## src/rtl/sio_pkg.sv

```systemverilog
// Shared definitions for the serial transfer engine.
// Assumes a control byte with polarity at bit 4, phase at bit 3 and
// the clock-select code at bits 2:0.
package sio_pkg;
    localparam int SEL_W = 3;
    localparam logic [SEL_W-1:0] SEL_SLAVE = '1;

    typedef struct packed {
        logic             pol;
        logic             pha;
        logic [SEL_W-1:0] sel;
    } sio_ctl_t;
endpackage

```

## src/rtl/sio_ctl_reg.sv

```systemverilog
// Control register. Stores polarity, phase and clock select.
// Assumes the write is refused whenever lock (the engine enable) is high.
// Bits 7:5 of the written byte are reserved and are not stored.
module sio_ctl_reg
    import sio_pkg::*;
(
    input  logic       clk,
    input  logic       rst_n,
    input  logic       we,
    input  logic [7:0] wdata,
    input  logic       lock,
    output sio_ctl_t   ctl_q
);
    logic unused_rsvd;
    assign unused_rsvd = ^wdata[7:5];

    // Capture an unlocked write; otherwise hold the current value.
    always_ff @(posedge clk) begin
        if (!rst_n)
            ctl_q <= '0;
        else if (we && !lock)
            ctl_q <= sio_ctl_t'(wdata[4:0]);
    end

    // a write while locked leaves the register untouched
    assert_ctl_locked_R7: assert property (@(posedge clk) disable iff (!rst_n)
        (we && lock) |=> $stable(ctl_q));
endmodule

```

## src/rtl/sio_clkgen.sv

```systemverilog
// Serial clock edge source. In master mode it divides clk so that
// the serial clock toggles every 2^sel cycles while run is high. In
// slave mode it synchronises sck_i through two flops and reports its
// edges. Edges are classed as leading (leaving the rest level) or
// trailing. sdi is delayed by the same amount in slave mode so that
// it stays aligned with the clock.
// Assumes sel is stable while run is high, and that the external
// clock is no faster than a quarter of clk.
module sio_clkgen
    import sio_pkg::*;
#(
    parameter int DIV_W = (1 << SEL_W) - 2
) (
    input  logic             clk,
    input  logic             rst_n,
    input  logic             run,
    input  logic             slave,
    input  logic             pol,
    input  logic [SEL_W-1:0] sel,
    input  logic             sck_i,
    input  logic             sdi_i,
    output logic             ev_lead,
    output logic             ev_trail,
    output logic             sck_lvl,
    output logic             sdi_smp
);
    logic             idle_lvl;
    logic [DIV_W-1:0] div_cnt;
    logic [DIV_W-1:0] lim;
    logic             m_tick;
    logic [2:0]       s_sync;
    logic [1:0]       sdi_d;
    logic             s_edge;

    assign idle_lvl = ~pol;
    assign lim      = DIV_W'((32'd1 << sel) - 32'd1);
    assign m_tick   = run && !slave && (div_cnt == lim);
    assign s_edge   = s_sync[1] != s_sync[2];

    // Master divider and serial clock level, parked at rest when idle.
    always_ff @(posedge clk) begin
        if (!rst_n) begin
            div_cnt <= '0;
            sck_lvl <= 1'b1;
        end else if (!run || slave) begin
            div_cnt <= '0;
            sck_lvl <= idle_lvl;
        end else if (m_tick) begin
            div_cnt <= '0;
            sck_lvl <= ~sck_lvl;
        end else begin
            div_cnt <= div_cnt + 1'b1;
        end
    end

    // Two-flop synchroniser plus history flop for the external clock and data.
    always_ff @(posedge clk) begin
        if (!rst_n) begin
            s_sync <= {3{1'b1}};
            sdi_d  <= '0;
        end else begin
            s_sync <= {s_sync[1:0], sck_i};
            sdi_d  <= {sdi_d[0], sdi_i};
        end
    end

    // Classify the current edge from whichever source is active.
    always_comb begin
        if (slave) begin
            ev_lead  = run && s_edge && (s_sync[2] == idle_lvl);
            ev_trail = run && s_edge && (s_sync[2] != idle_lvl);
            sdi_smp  = sdi_d[1];
        end else begin
            ev_lead  = m_tick && (sck_lvl == idle_lvl);
            ev_trail = m_tick && (sck_lvl != idle_lvl);
            sdi_smp  = sdi_i;
        end
    end

    // with a divider above 2, master ticks never come back to back
    assert_half_period_R2: assert property (@(posedge clk) disable iff (!rst_n)
        (m_tick && sel != '0) |=> !m_tick);
    // an idle master clock returns to the rest level on the next edge
    assert_rest_level_R4: assert property (@(posedge clk) disable iff (!rst_n)
        (!run && !slave) |=> (sck_lvl == ~$past(pol)));
endmodule

```

## src/rtl/sio_shifter.sv

```systemverilog
// Shift engine. Loads the transmit byte on an accepted write and
// counts 2*DATA_W serial clock edges. Depending on the phase bit it
// samples sdi on one edge kind and updates sdo on the other. It
// latches the received byte and pulses done after the final edge.
// Assumes edge strobes last one clk cycle and that pha is stable
// during a transfer.
module sio_shifter #(
    parameter int DATA_W = 8
) (
    input  logic              clk,
    input  logic              rst_n,
    input  logic              enable,
    input  logic              pha,
    input  logic              start_req,
    input  logic [DATA_W-1:0] tx_byte,
    input  logic              ev_lead,
    input  logic              ev_trail,
    input  logic              sdi_smp,
    output logic              busy,
    output logic              out_bit,
    output logic [DATA_W-1:0] rx_byte,
    output logic              done
);
    localparam int EDGES = 2 * DATA_W;
    localparam int EW    = $clog2(EDGES);

    logic [DATA_W-1:0] shreg;
    logic [EW-1:0]     edge_cnt;
    logic              start, ev, smp_ev, drv_ev, last;
    logic [DATA_W-1:0] shifted;

    assign start   = start_req && enable && !busy;
    assign ev      = ev_lead || ev_trail;
    assign smp_ev  = pha ? ev_lead : ev_trail;
    assign drv_ev  = pha ? ev_trail : ev_lead;
    assign last    = ev && (edge_cnt == EW'(EDGES - 1));
    assign shifted = {shreg[DATA_W-2:0], sdi_smp};

    // Transfer sequencing: load, shift per edge, finish on last edge.
    always_ff @(posedge clk) begin
        if (!rst_n) begin
            busy     <= 1'b0;
            edge_cnt <= '0;
            shreg    <= '0;
            out_bit  <= 1'b0;
            rx_byte  <= '0;
            done     <= 1'b0;
        end else begin
            done <= 1'b0;
            if (!enable) begin
                busy     <= 1'b0;
                edge_cnt <= '0;
                out_bit  <= 1'b0;
            end else if (start) begin
                busy     <= 1'b1;
                edge_cnt <= '0;
                shreg    <= tx_byte;
                if (pha)
                    out_bit <= tx_byte[DATA_W-1];
            end else if (busy && ev) begin
                edge_cnt <= edge_cnt + 1'b1;
                if (smp_ev)
                    shreg <= shifted;
                if (drv_ev && !last)
                    out_bit <= shreg[DATA_W-1];
                if (last) begin
                    busy    <= 1'b0;
                    done    <= 1'b1;
                    rx_byte <= smp_ev ? shifted : shreg;
                end
            end
        end
    end

    // the done pulse lasts a single cycle
    assert_done_pulse_R9: assert property (@(posedge clk) disable iff (!rst_n)
        done |=> !done);
    // a transfer only begins after a transmit write
    assert_start_on_write_R8: assert property (@(posedge clk) disable iff (!rst_n)
        $rose(busy) |-> $past(start_req && enable));
endmodule

```

## src/rtl/sio_engine.sv

```systemverilog
// Top of the serial transfer engine. Connects the control register,
// the edge source and the shift engine, and forms the pin outputs.
// Assumes the clock and data pins are wired to the outside through
// sck_o/sck_oe/sck_i, sdo and sdi.
module sio_engine
    import sio_pkg::*;
#(
    parameter int DATA_W = 8
) (
    input  logic              clk,
    input  logic              rst_n,
    input  logic              ctl_we,
    input  logic [7:0]        ctl_wdata,
    input  logic              enable,
    input  logic              tx_we,
    input  logic [DATA_W-1:0] tx_data,
    output logic [DATA_W-1:0] rx_data,
    output logic              rx_done,
    input  logic              sck_i,
    output logic              sck_o,
    output logic              sck_oe,
    output logic              sdo,
    input  logic              sdi
);
    localparam int DIV_W = (1 << SEL_W) - 2;

    sio_ctl_t ctl;
    logic     slave, ev_lead, ev_trail, sck_lvl, sdi_smp, busy, out_bit;

    assign slave  = ctl.sel == SEL_SLAVE;
    assign sck_o  = sck_lvl;
    assign sck_oe = enable && !slave;
    assign sdo    = enable && out_bit;

    sio_ctl_reg u_ctl (
        .clk   (clk),
        .rst_n (rst_n),
        .we    (ctl_we),
        .wdata (ctl_wdata),
        .lock  (enable),
        .ctl_q (ctl)
    );

    sio_clkgen #(.DIV_W(DIV_W)) u_clk (
        .clk      (clk),
        .rst_n    (rst_n),
        .run      (busy),
        .slave    (slave),
        .pol      (ctl.pol),
        .sel      (ctl.sel),
        .sck_i    (sck_i),
        .sdi_i    (sdi),
        .ev_lead  (ev_lead),
        .ev_trail (ev_trail),
        .sck_lvl  (sck_lvl),
        .sdi_smp  (sdi_smp)
    );

    sio_shifter #(.DATA_W(DATA_W)) u_shift (
        .clk       (clk),
        .rst_n     (rst_n),
        .enable    (enable),
        .pha       (ctl.pha),
        .start_req (tx_we),
        .tx_byte   (tx_data),
        .ev_lead   (ev_lead),
        .ev_trail  (ev_trail),
        .sdi_smp   (sdi_smp),
        .busy      (busy),
        .out_bit   (out_bit),
        .rx_byte   (rx_data),
        .done      (rx_done)
    );

    // a disabled engine never reports completion
    assert_disabled_quiet_R10: assert property (@(posedge clk) disable iff (!rst_n)
        !enable |=> !rx_done);
    // while disabled the master clock rests at the polarity level
    assert_disabled_rest_R10: assert property (@(posedge clk) disable iff (!rst_n)
        (!enable && !slave) |=> (sck_o == ~$past(ctl.pol)));
endmodule

```

## config.mk

```make
export PLATFORM = sky130hd
export DESIGN_NAME = sio_engine
export DESIGN_NICKNAME = d
export VERILOG_FILES = /design/src/rtl/sio_pkg.sv /design/src/rtl/sio_ctl_reg.sv /design/src/rtl/sio_clkgen.sv /design/src/rtl/sio_shifter.sv /design/src/rtl/sio_engine.sv
export SDC_FILE = /design/constraint.sdc
export NUM_CORES = 1
export LEC_CHECK = 0
export BUFFER_PORTS_ARGS = -buffer_cell sky130_fd_sc_hd__buf_2
export CORE_UTILIZATION = 39
export CTS_BUF_LIST = sky130_fd_sc_hd__clkbuf_4 sky130_fd_sc_hd__clkbuf_8 sky130_fd_sc_hd__clkbuf_16
export DETAILED_ROUTE_END_ITERATION = 7
export PLACE_DENSITY_LB_ADDON = 0.3
export SYNTH_ARGS = -nofsm -noshare
export SYNTH_HDL_FRONTEND = slang
export SYNTH_SLANG_ARGS = --single-unit
```

## constraint.sdc

```tcl
create_clock -name clk -period 7 [get_ports clk]
set_clock_uncertainty 0.2 [all_clocks]
set_input_delay 1.4 -clock clk [delete_from_list [all_inputs] [get_ports clk]]
set_output_delay 1.4 -clock clk [all_outputs]
set_load 0.01 [all_outputs]
```

======== Word-level counts from Yosys, hierarchy flattened ========
Index checks and enable logic that the tools add are counted.
cells by class
  $add $sub $neg .......................... 3
  eq/ne operators ......................... 9
  shifts and indexed selects .............. 1
  mux-type cells .......................... 18
  bitwise operators ....................... 6
  reduce and logical (&&, ||, !) cells .... 33
operators by type and width
  kind                 number
  $mux 8               3
  $logic_and 1x1->1    15
  $mux 1               15
  $reduce_bool 2->1    4
  $add 6x1->6 const B  1
  $eq 6x6->1           1
  $not 1->1            6
  $reduce_and 2->1     3
  $reduce_or 3->1      2
  $shl 1x3->6 const A  1
  $sub 6x1->6 const B  1
  $add 4x1->4 const B  1
  $eq 4x4->1 const B   1
  $logic_not 1->1      4
  $reduce_and 4->1     1
  $reduce_or 4->1      1
  $eq 3x3->1 const B   1
  $ne 1x1->1           3
  $reduce_and 3->1     1
  $eq 1x1->1           2
  $logic_or 1x1->1     2
  $ne 2x2->1 const B   1
storage, ports and cells
  register bits after elaboration ......... 40
  input port bits ......................... 23
  output and inout port bits .............. 12
  word-level logic and storage cells ...... 83

======== Logic depth before layout (Yosys ltp) ========
Gate-level depths: netlist of the first run.
  depth after elaboration ................. 13
  gate-level depth with buffers ........... 11
  mapped depth without buffers ............ 9

======== Cells and area by module ========
From an unflattened synthesis of the first run, not the netlist that was laid out.
second synthesis, totals
  cells, all modules ...................... 216
  area, all modules ....................... 2043.2 sq um
modules (own cells, without submodules)
  module       instances  cells an instance  area each (sq um)
  sio_shifter  1          116                1117.3
  sio_clkgen   1          74                 681.9
  sio_ctl_reg  1          23                 217.7
  sio_engine   1          3                  26.3

======== Least setup slack after synthesis of the first run ========
Ideal clock, no wire load.
  kind .................................... input to output
  start point ............................. in enable
  end point ............................... out sck_oe
  data arrival time ....................... 1.843 ns
  slack ................................... 3.557 ns
  cell stages on the path ................. 2
  path buffers ............................ 1
  cells stage by stage .................... clkbuf_1 -> and2_1
between the ends
  word-level cells in the longest chain between the ends .. 1
RTL lines
  item               line              RTL
  start, declared    sio_engine.sv:14  input logic enable,
  $logic_and 1x1->1  sio_engine.sv:32  assign sck_oe = enable && !slave;
  end, declared      sio_engine.sv:21  output logic sck_oe,
No other way between the ends.

======== Final worst setup path of the first run ========
  start point ............................. reg u_ctl.ctl_q[2] (netlist name)
  end point ............................... reg u_shift.shreg[0]
between the ends
  word-level cells in the longest chain between the ends .. 10
  elaborated cells on any way between the ends .. 20
  those cells by class .................... add/sub (1); eq/ne (2); shift (1); mux (7); reduce/logical (9)
RTL lines
  item                                                    line                                  RTL
  start, declared                                         sio_ctl_reg.sv:12                     output sio_ctl_t ctl_q
  start signal, assigned                                  sio_ctl_reg.sv:22                     ctl_q <= sio_ctl_t'(wdata[4:0]);
  $shl 1x3->6 / $eq 3x3->1 (equally long branches)        sio_clkgen.sv:36, sio_engine.sv:30
  $sub 6x1->6 / $logic_not 1->1 (equally long branches)   sio_clkgen.sv:36, sio_clkgen.sv:37
  $eq 6x6->1 / $logic_and 1x1->1 (equally long branches)  sio_clkgen.sv:37                      assign m_tick = run && !slave && (div_cnt == lim);
  $logic_and 1x1->1                                       sio_clkgen.sv:37
  $logic_and 1x1->1 (on tied branches)                    sio_clkgen.sv:75, sio_clkgen.sv:74
  $mux 1                                                  sio_clkgen.sv:69                      if (slave) begin
  $mux 1 / $logic_or 1x1->1 (equally long branches)       sio_shifter.sv:34, sio_shifter.sv:33
  $mux 8 / $logic_and 1x1->1 (equally long branches)      --
  $mux 8 / $reduce_bool 2->1 (equally long branches)      --
  $mux 8 / $reduce_and 2->1 (equally long branches)       --
  end signal, assigned                                    sio_shifter.sv:57                     shreg <= tx_byte;
  end signal, assigned                                    sio_shifter.sv:63                     shreg <= shifted;
  end, declared                                           sio_shifter.sv:27                     logic [DATA_W-1:0] shreg;
Parallel ways exist; a longest one is shown, timed or not. The select of a mux whose other input is x is not followed.
A chain may end at the register's enable or synchronous reset.

==> results.toml, run 1 <==
[clock_network]
cts_buffers = 5
clk_path_buf_depth = 2
cts-hold-fix-buffers = 0
clk_pin_slew_worst_paths_ns = 0.07
h-tree-depth = 2
cts_tree = "done"
root_buffer = "clkbuf_8"
clkSinkCount = 40
cts_setup_buffers = 0
insertion_delay_ns = 0.29
cts_resized = 0

[power_and_ir_drop]
p_int_w = 0.000401
p_comb_share_pct = 11.6
p_sw_share_pct = 22.7
seqPwrFrac_pct = 46.4
pwr-share-clk_pct = 42.0
p_leak_nw = 0.937
switching_power_w = 0.000118
power_density_nw_per_um2 = 220
vdd_drop_max_uv = 89.4

[worst_setup_path]
cp_slowest_cell = "a21oi_1"
crit_type = "flip-flop to flip-flop"
critPathTopFamily = "compound AO/OA/AOI/OAI gates"
crit_buf_inv = 0
arrival_ns = 3.70
path_max_fanout = 10
cp-start-kind = "flip-flop"
cp.required_ns = 6.98
cp_slowest_stage_delay_ns = 0.84
cp-end-kind = "flip-flop"
crit_chain = "or3_2 -> ha_1 -> nor3b_1 -> o31ai_1 -> a211oi_2 -> a21oi_1 -> mux2i_1 -> o41ai_1"

[yosys]
synthesis.area_sq_um = 2060
ys_seq_area_share_pct = 38.9
synth_xor_area_share_pct = 5.53
synth-simple-area-share_pct = 20.1
synth_mux_area_share_pct = 6.87
synth_compound_area_share_pct = 22.2
synth_top_cell_by_area = "dfxtp_1"
synth_warnings = 0
synth.most_common_cell = "dfxtp_1"
async_reset_ff_share_pct = 0
synth_adder_area_share_pct = 1.82
synth_edf_count = 0
syn_avg_cell_area_sq_um = 9.45
ys_ff_latch = 40
synth_cells = 218
yosysTopAreaCellShare_pct = 38.9
synthTopCellsByArea = "dfxtp_1 (39%), mux2i_1 (6.3%), xnor2_1 (5.1%)"
synth_commonest_cells = "dfxtp_1 (40), nor2_1 (25), a21oi_1 (13), mux2i_1 (13)"
ys.flop_type = "dfxtp_1"
syn-num-nets = 244
synth_top_family_by_area = "compound AO/OA/AOI/OAI gates"
ys_types = 57

[floorplanning]
core_sq_um = 5110
die_h_um = 74.7
initial_utilization_pct = 40.3
die_area_sq_um = 5580
num_rows = 26
die_w_um = 74.7
num_io_pins = 35

[timing]
slew_viol_final = 0
worstMarginPinSlew_ns = 1.03
fin_crit_ns = 3.72
finalSetupViolations = 0
fmax_mhz = 269
slew_headroom_pct = 31.6
tns_ns = 0
grt_setup_unrepaired = "no"
hold_violations = 0
post-route-period-util_pct = 53.2

[finish]
fillCellCount = 511
syn2layout_area_growth_pct = 14.3
layout-drive-gt1-share_pct = 20.7
fin_nets = 272
fin_util_pct = 46.1
diodes = 0

[detailed_routing]
drt_iter0_markers = 123
dr.pass1.iters = 4
drt-total-wl_mm = 4.27
antenna_left = 0
wl_per_cell_um = 13.5
route.vias.total = 1694
post-route-drc-count = 0
avgViaCountPerCell = 5.36

[global_route]
grt_pass1_wl_mm = 6.71
grtUsageTotal_pct = 15.8
grt_start_max_net_pins = 23
first_global_vias = 1462
antenna_found_initial = 0
overflow = 0

[place]
io_buffers = 31
gp_congestion = 0.735
dp_hpwl_mm = 3.08

[status]
status = "completed"

[worst_hold_path]
hp-class = "flip-flop to flip-flop"

[job]
drv_cap = 0
[cell families (layout without fill, tap and decap cells)]
| logic type | Yosys count | after routing |
|---|---|---|
| xor+xnor | 13 | 13 |
| fa+ha+maj | 3 | 3 |
| mux | 14 | 14 |
| flops | 40 | 40 |
| simple gates | 76 | 76 |
| buf+inv | 15 | 43 |
| compound gates | 57 | 57 |
[stage by stage]
step,std cells,power [W],hold WS (ns),worst slack [ns],area [sq um]
CTS,316,0.000524,0.217,3.30,2350
global route,316,0.000543,0.225,2.99,2350
finish,316,0.000518,0.211,3.28,2350
global placement,309,0.000305,0.188,3.35,2230
floorplan,218,0.000292,0.186,3.56,2060
detailed placement,309,0.000306,0.197,3.36,2230
[flip-flops by register name, indices dropped and copies added, names as in the netlist]
name and flops:
u_shift.out_bit 1, u_clk.div_cnt 6, u_clk.s_sync 3, u_shift.busy 1, u_shift.shreg 8, u_clk.sdi_d 2, u_clk.sck_lvl 1, u_shift.edge_cnt 4
u_shift.done 1, u_shift.rx_byte 8, u_ctl.ctl_q 5
[area by class of cell]
cell class                      count  area [sq um]  area share (%)
Timing Repair Buffer               31           155            6.59
Clock buffer                        5          68.8            2.92
Multi-Input combinational cell    163          1160            49.4
Inverter                            5          18.8           0.797
Sequential cell                    40           801            34.0
Tap cell                           70          87.6            3.72
Clock inverter                      2          60.1            2.55
[placed cells by master, fill, tap and decap left out, types with 2 or more instances in the layout]
cell type | synthesis | layout
o31ai_1 | 2 | 2
or3_1 | 2 | 2
clkbuf_8 | 1 | 5
a21oi_1 | 13 | 13
nor3b_1 | 3 | 3
nand2_1 | 12 | 12
a211oi_1 | 9 | 9
and2_1 | 6 | 6
buf_2 | 0 | 31
xnor2_1 | 12 | 12
ha_1 | 3 | 3
o21ai_0 | 4 | 4
bufinv_16 | 0 | 2
and3_1 | 2 | 2
dfxtp_1 | 40 | 40
a221o_1 | 7 | 7
nand3b_1 | 2 | 2
mux2i_1 | 13 | 13
nand2b_1 | 3 | 3
nand3_1 | 7 | 7
nor2b_1 | 2 | 2
nor2_1 | 25 | 25
inv_1 | 5 | 5
a32oi_1 | 6 | 6
[power by group through the flow]
stage | clock (W) | sequential (W) | combinational, W
4_1_cts | 0.000224 | 0.000240 | 0.0000601
3_5_place_dp | 0 | 0.000246 | 0.0000597
6_report | 0.000218 | 0.000241 | 0.0000600
2_1_floorplan | 0 | 0.000243 | 0.0000491
3_3_place_gp | 0 | 0.000246 | 0.0000591
5_1_grt | 0.000236 | 0.000242 | 0.0000655
[final timing paths]
path                         from                to  slack (ns)  depth (start not counted)
hold / removal    u_clk.s_sync[0]   u_clk.s_sync[1]        0.21                          1
setup / recovery   u_ctl.ctl_q[2]  u_shift.shreg[0]        3.28                          8
setup reg to reg   u_ctl.ctl_q[2]  u_shift.shreg[0]        3.28                          8
hold reg to reg   u_clk.s_sync[0]   u_clk.s_sync[1]        0.21                          1
[per-layer routing]
layer	up-vias	wire length (um)	track usage (%)	part of all wire (%)
li1	863	-	-	-
met1	793	2190	20.9	51
met2	30	1840	24.7	43
met3	8	161	4.15	3.8
met4	0	80	6.08	1.9
met5	-	0	0	0
[worst register-to-register path, stage by stage (launching register included)]
cell	delay, ns
dfxtp_1	0.39
or3_2	0.50
ha_1	0.26
nor3b_1	0.17
o31ai_1	0.52
a211oi_2	0.16
a21oi_1	0.84
mux2i_1	0.26
o41ai_1	0.31
No activity file was read; power rests on OpenSTA's default activity.
==> inputs of run 2 (changes only) <==
clock period = 3.1 ns   (was 7 ns; I/O delays follow)
==> results.toml, run 2 (synthesized netlist as in run 1, its figures left out) <==
[status]
status = "completed"

[detailed_routing]
drt_iter0_markers = 112
dr.pass1.iters = 4
route.vias.total = 1711
antenna_left = 0
drt-total-wl_mm = 4.42
avgViaCountPerCell = 5.23
wl_per_cell_um = 13.5
post-route-drc-count = 0

[timing]
slew_headroom_pct = 51.4
tns_ns = 0
post-route-period-util_pct = 97.1
fmax_mhz = 332
finalWorstSetupSlack_ns = 0.0909
worstMarginPinSlew_ns = 0.728
finalSetupViolations = 0
slew_viol_final = 0
hold_violations = 0
grt_setup_unrepaired = "no"
fin_crit_ns = 3.01

[worst_setup_path]
cp-start-kind = "flip-flop"
ff2ff_path_depth = 8
arrival_ns = 2.99
cp-end-kind = "flip-flop"
cp.required_ns = 3.08
path_max_fanout = 6
crit_type = "flip-flop to flip-flop"

[finish]
mostFrequentLayoutCells = "dfxtp_1 (40), buf_2 (31), nor2_1 (25), a21oi_1 (13), mux2i_1 (13)"
fin_area_sq_um = 2430
fin_nets = 282
fillCellCount = 530
final_common_cell = "dfxtp_1"
syn2layout_area_growth_pct = 18.0
reg.largest.list = "u_shift.rx_byte x8, u_shift.shreg x8, u_clk.div_cnt x6"
diodes = 0
layout-drive-gt1-share_pct = 25.3
fin_util_pct = 47.6

[power_and_ir_drop]
p_leak_nw = 0.979
power_density_nw_per_um2 = 463
vdd_drop_max_uv = 195

[floorplanning]
initial_utilization_pct = 40.3
num_rows = 26
die_area_sq_um = 5580
core_sq_um = 5110
num_io_pins = 35
die_h_um = 74.7
die_w_um = 74.7

[clock_network]
cts-hold-fix-buffers = 0
clk_pin_slew_worst_paths_ns = 0.08
root_buffer = "clkbuf_8"
insertion_delay_ns = 0.30
cts_tree = "done"
cts_buffers = 5
clkSinkCount = 40
h-tree-depth = 2
clk_path_buf_depth = 2

[worst_hold_path]
holdPathStages = 1
hp-class = "flip-flop to flip-flop"

[global_route]
grt_pass1_wl_mm = 6.82
grtUsageTotal_pct = 16.1
overflow = 0
grt_start_max_net_pins = 23
antenna_found_initial = 0
first_global_vias = 1450

[place]
gp_congestion = 0.783
place_ws_ns = 0.0353
place_area_sq_um = 2290
io_buffers = 31
dp_hpwl_mm = 3.20

[job]
drv_cap = 0
==> run 2: cell types whose count changed in the layout (fill, tap and decap cells not counted), sizes merged <==
cell and change:
buf +10, bufinv -1, clkinv +1, clkinvlp +1
==> run 2: through the flow <==
stage               power [W]  cells  hold WS (ns)
finish                0.00113    327         0.207
global route          0.00117    327         0.234
CTS                   0.00112    325         0.206
detailed placement   0.000695    317         0.193
global placement     0.000692    317         0.189
floorplan            0.000660    218         0.186
==> run 2: worst paths after layout <==
kind,startpoint,to,slack [ns]
min,u_clk.s_sync[0],u_clk.s_sync[1],0.21
max reg2reg,u_ctl.ctl_q[2],u_shift.shreg[1],0.09
max,u_ctl.ctl_q[2],u_shift.shreg[1],0.09
min reg2reg,u_clk.s_sync[0],u_clk.s_sync[1],0.21
==> run 2: critical path: stages, from the launching register on <==
cell and delay [ns]:
dfxtp_1 0.32, or3_2 0.48, ha_2 0.23, o211a_1 0.14, or4_4 0.55, a211oi_4 0.26, a211oi_2 0.12, o21a_4 0.24
a221o_1 0.34
==> run 2: routing by layer <==
metal  up-vias  share of wire [%]  global-route usage [%]
met5         -                  0                       0
met4         0                1.2                    5.03
met3         5                3.7                    4.28
met2        23                 43                    24.6
met1       802                 52                    22.2
li1        881                  -                       -
==> run 2: cell type report <==
type	instances	area, sq um	area share [%]
Sequential cell	40	801	32.9
Inverter	5	18.8	0.772
Tap cell	70	87.6	3.60
Timing Repair Buffer	41	230	9.47
Clock buffer	5	68.8	2.83
Multi-Input combinational cell	163	1180	48.6
Clock inverter	3	42.5	1.75
==> run 2: what timing repair did <==
| item | 4_1_cts | 5_1_grt |
|---|---|---|
| resized for setup | 0 | 4 |
| buffers inserted | 0 | 2 |
| setup endpoints to repair | 0 | 17 |
| endpoints found under the hold margin | 0 | 0 |
==> run 2: report_power, final <==
| group | internal, W | switching, W | total, W |
|---|---|---|---|
| clock network | 0.000238 | 0.000191 | 0.000430 |
| registers | 0.000527 | 0.0000129 | 0.000540 |
| logic | 0.0000715 | 0.0000845 | 0.000156 |
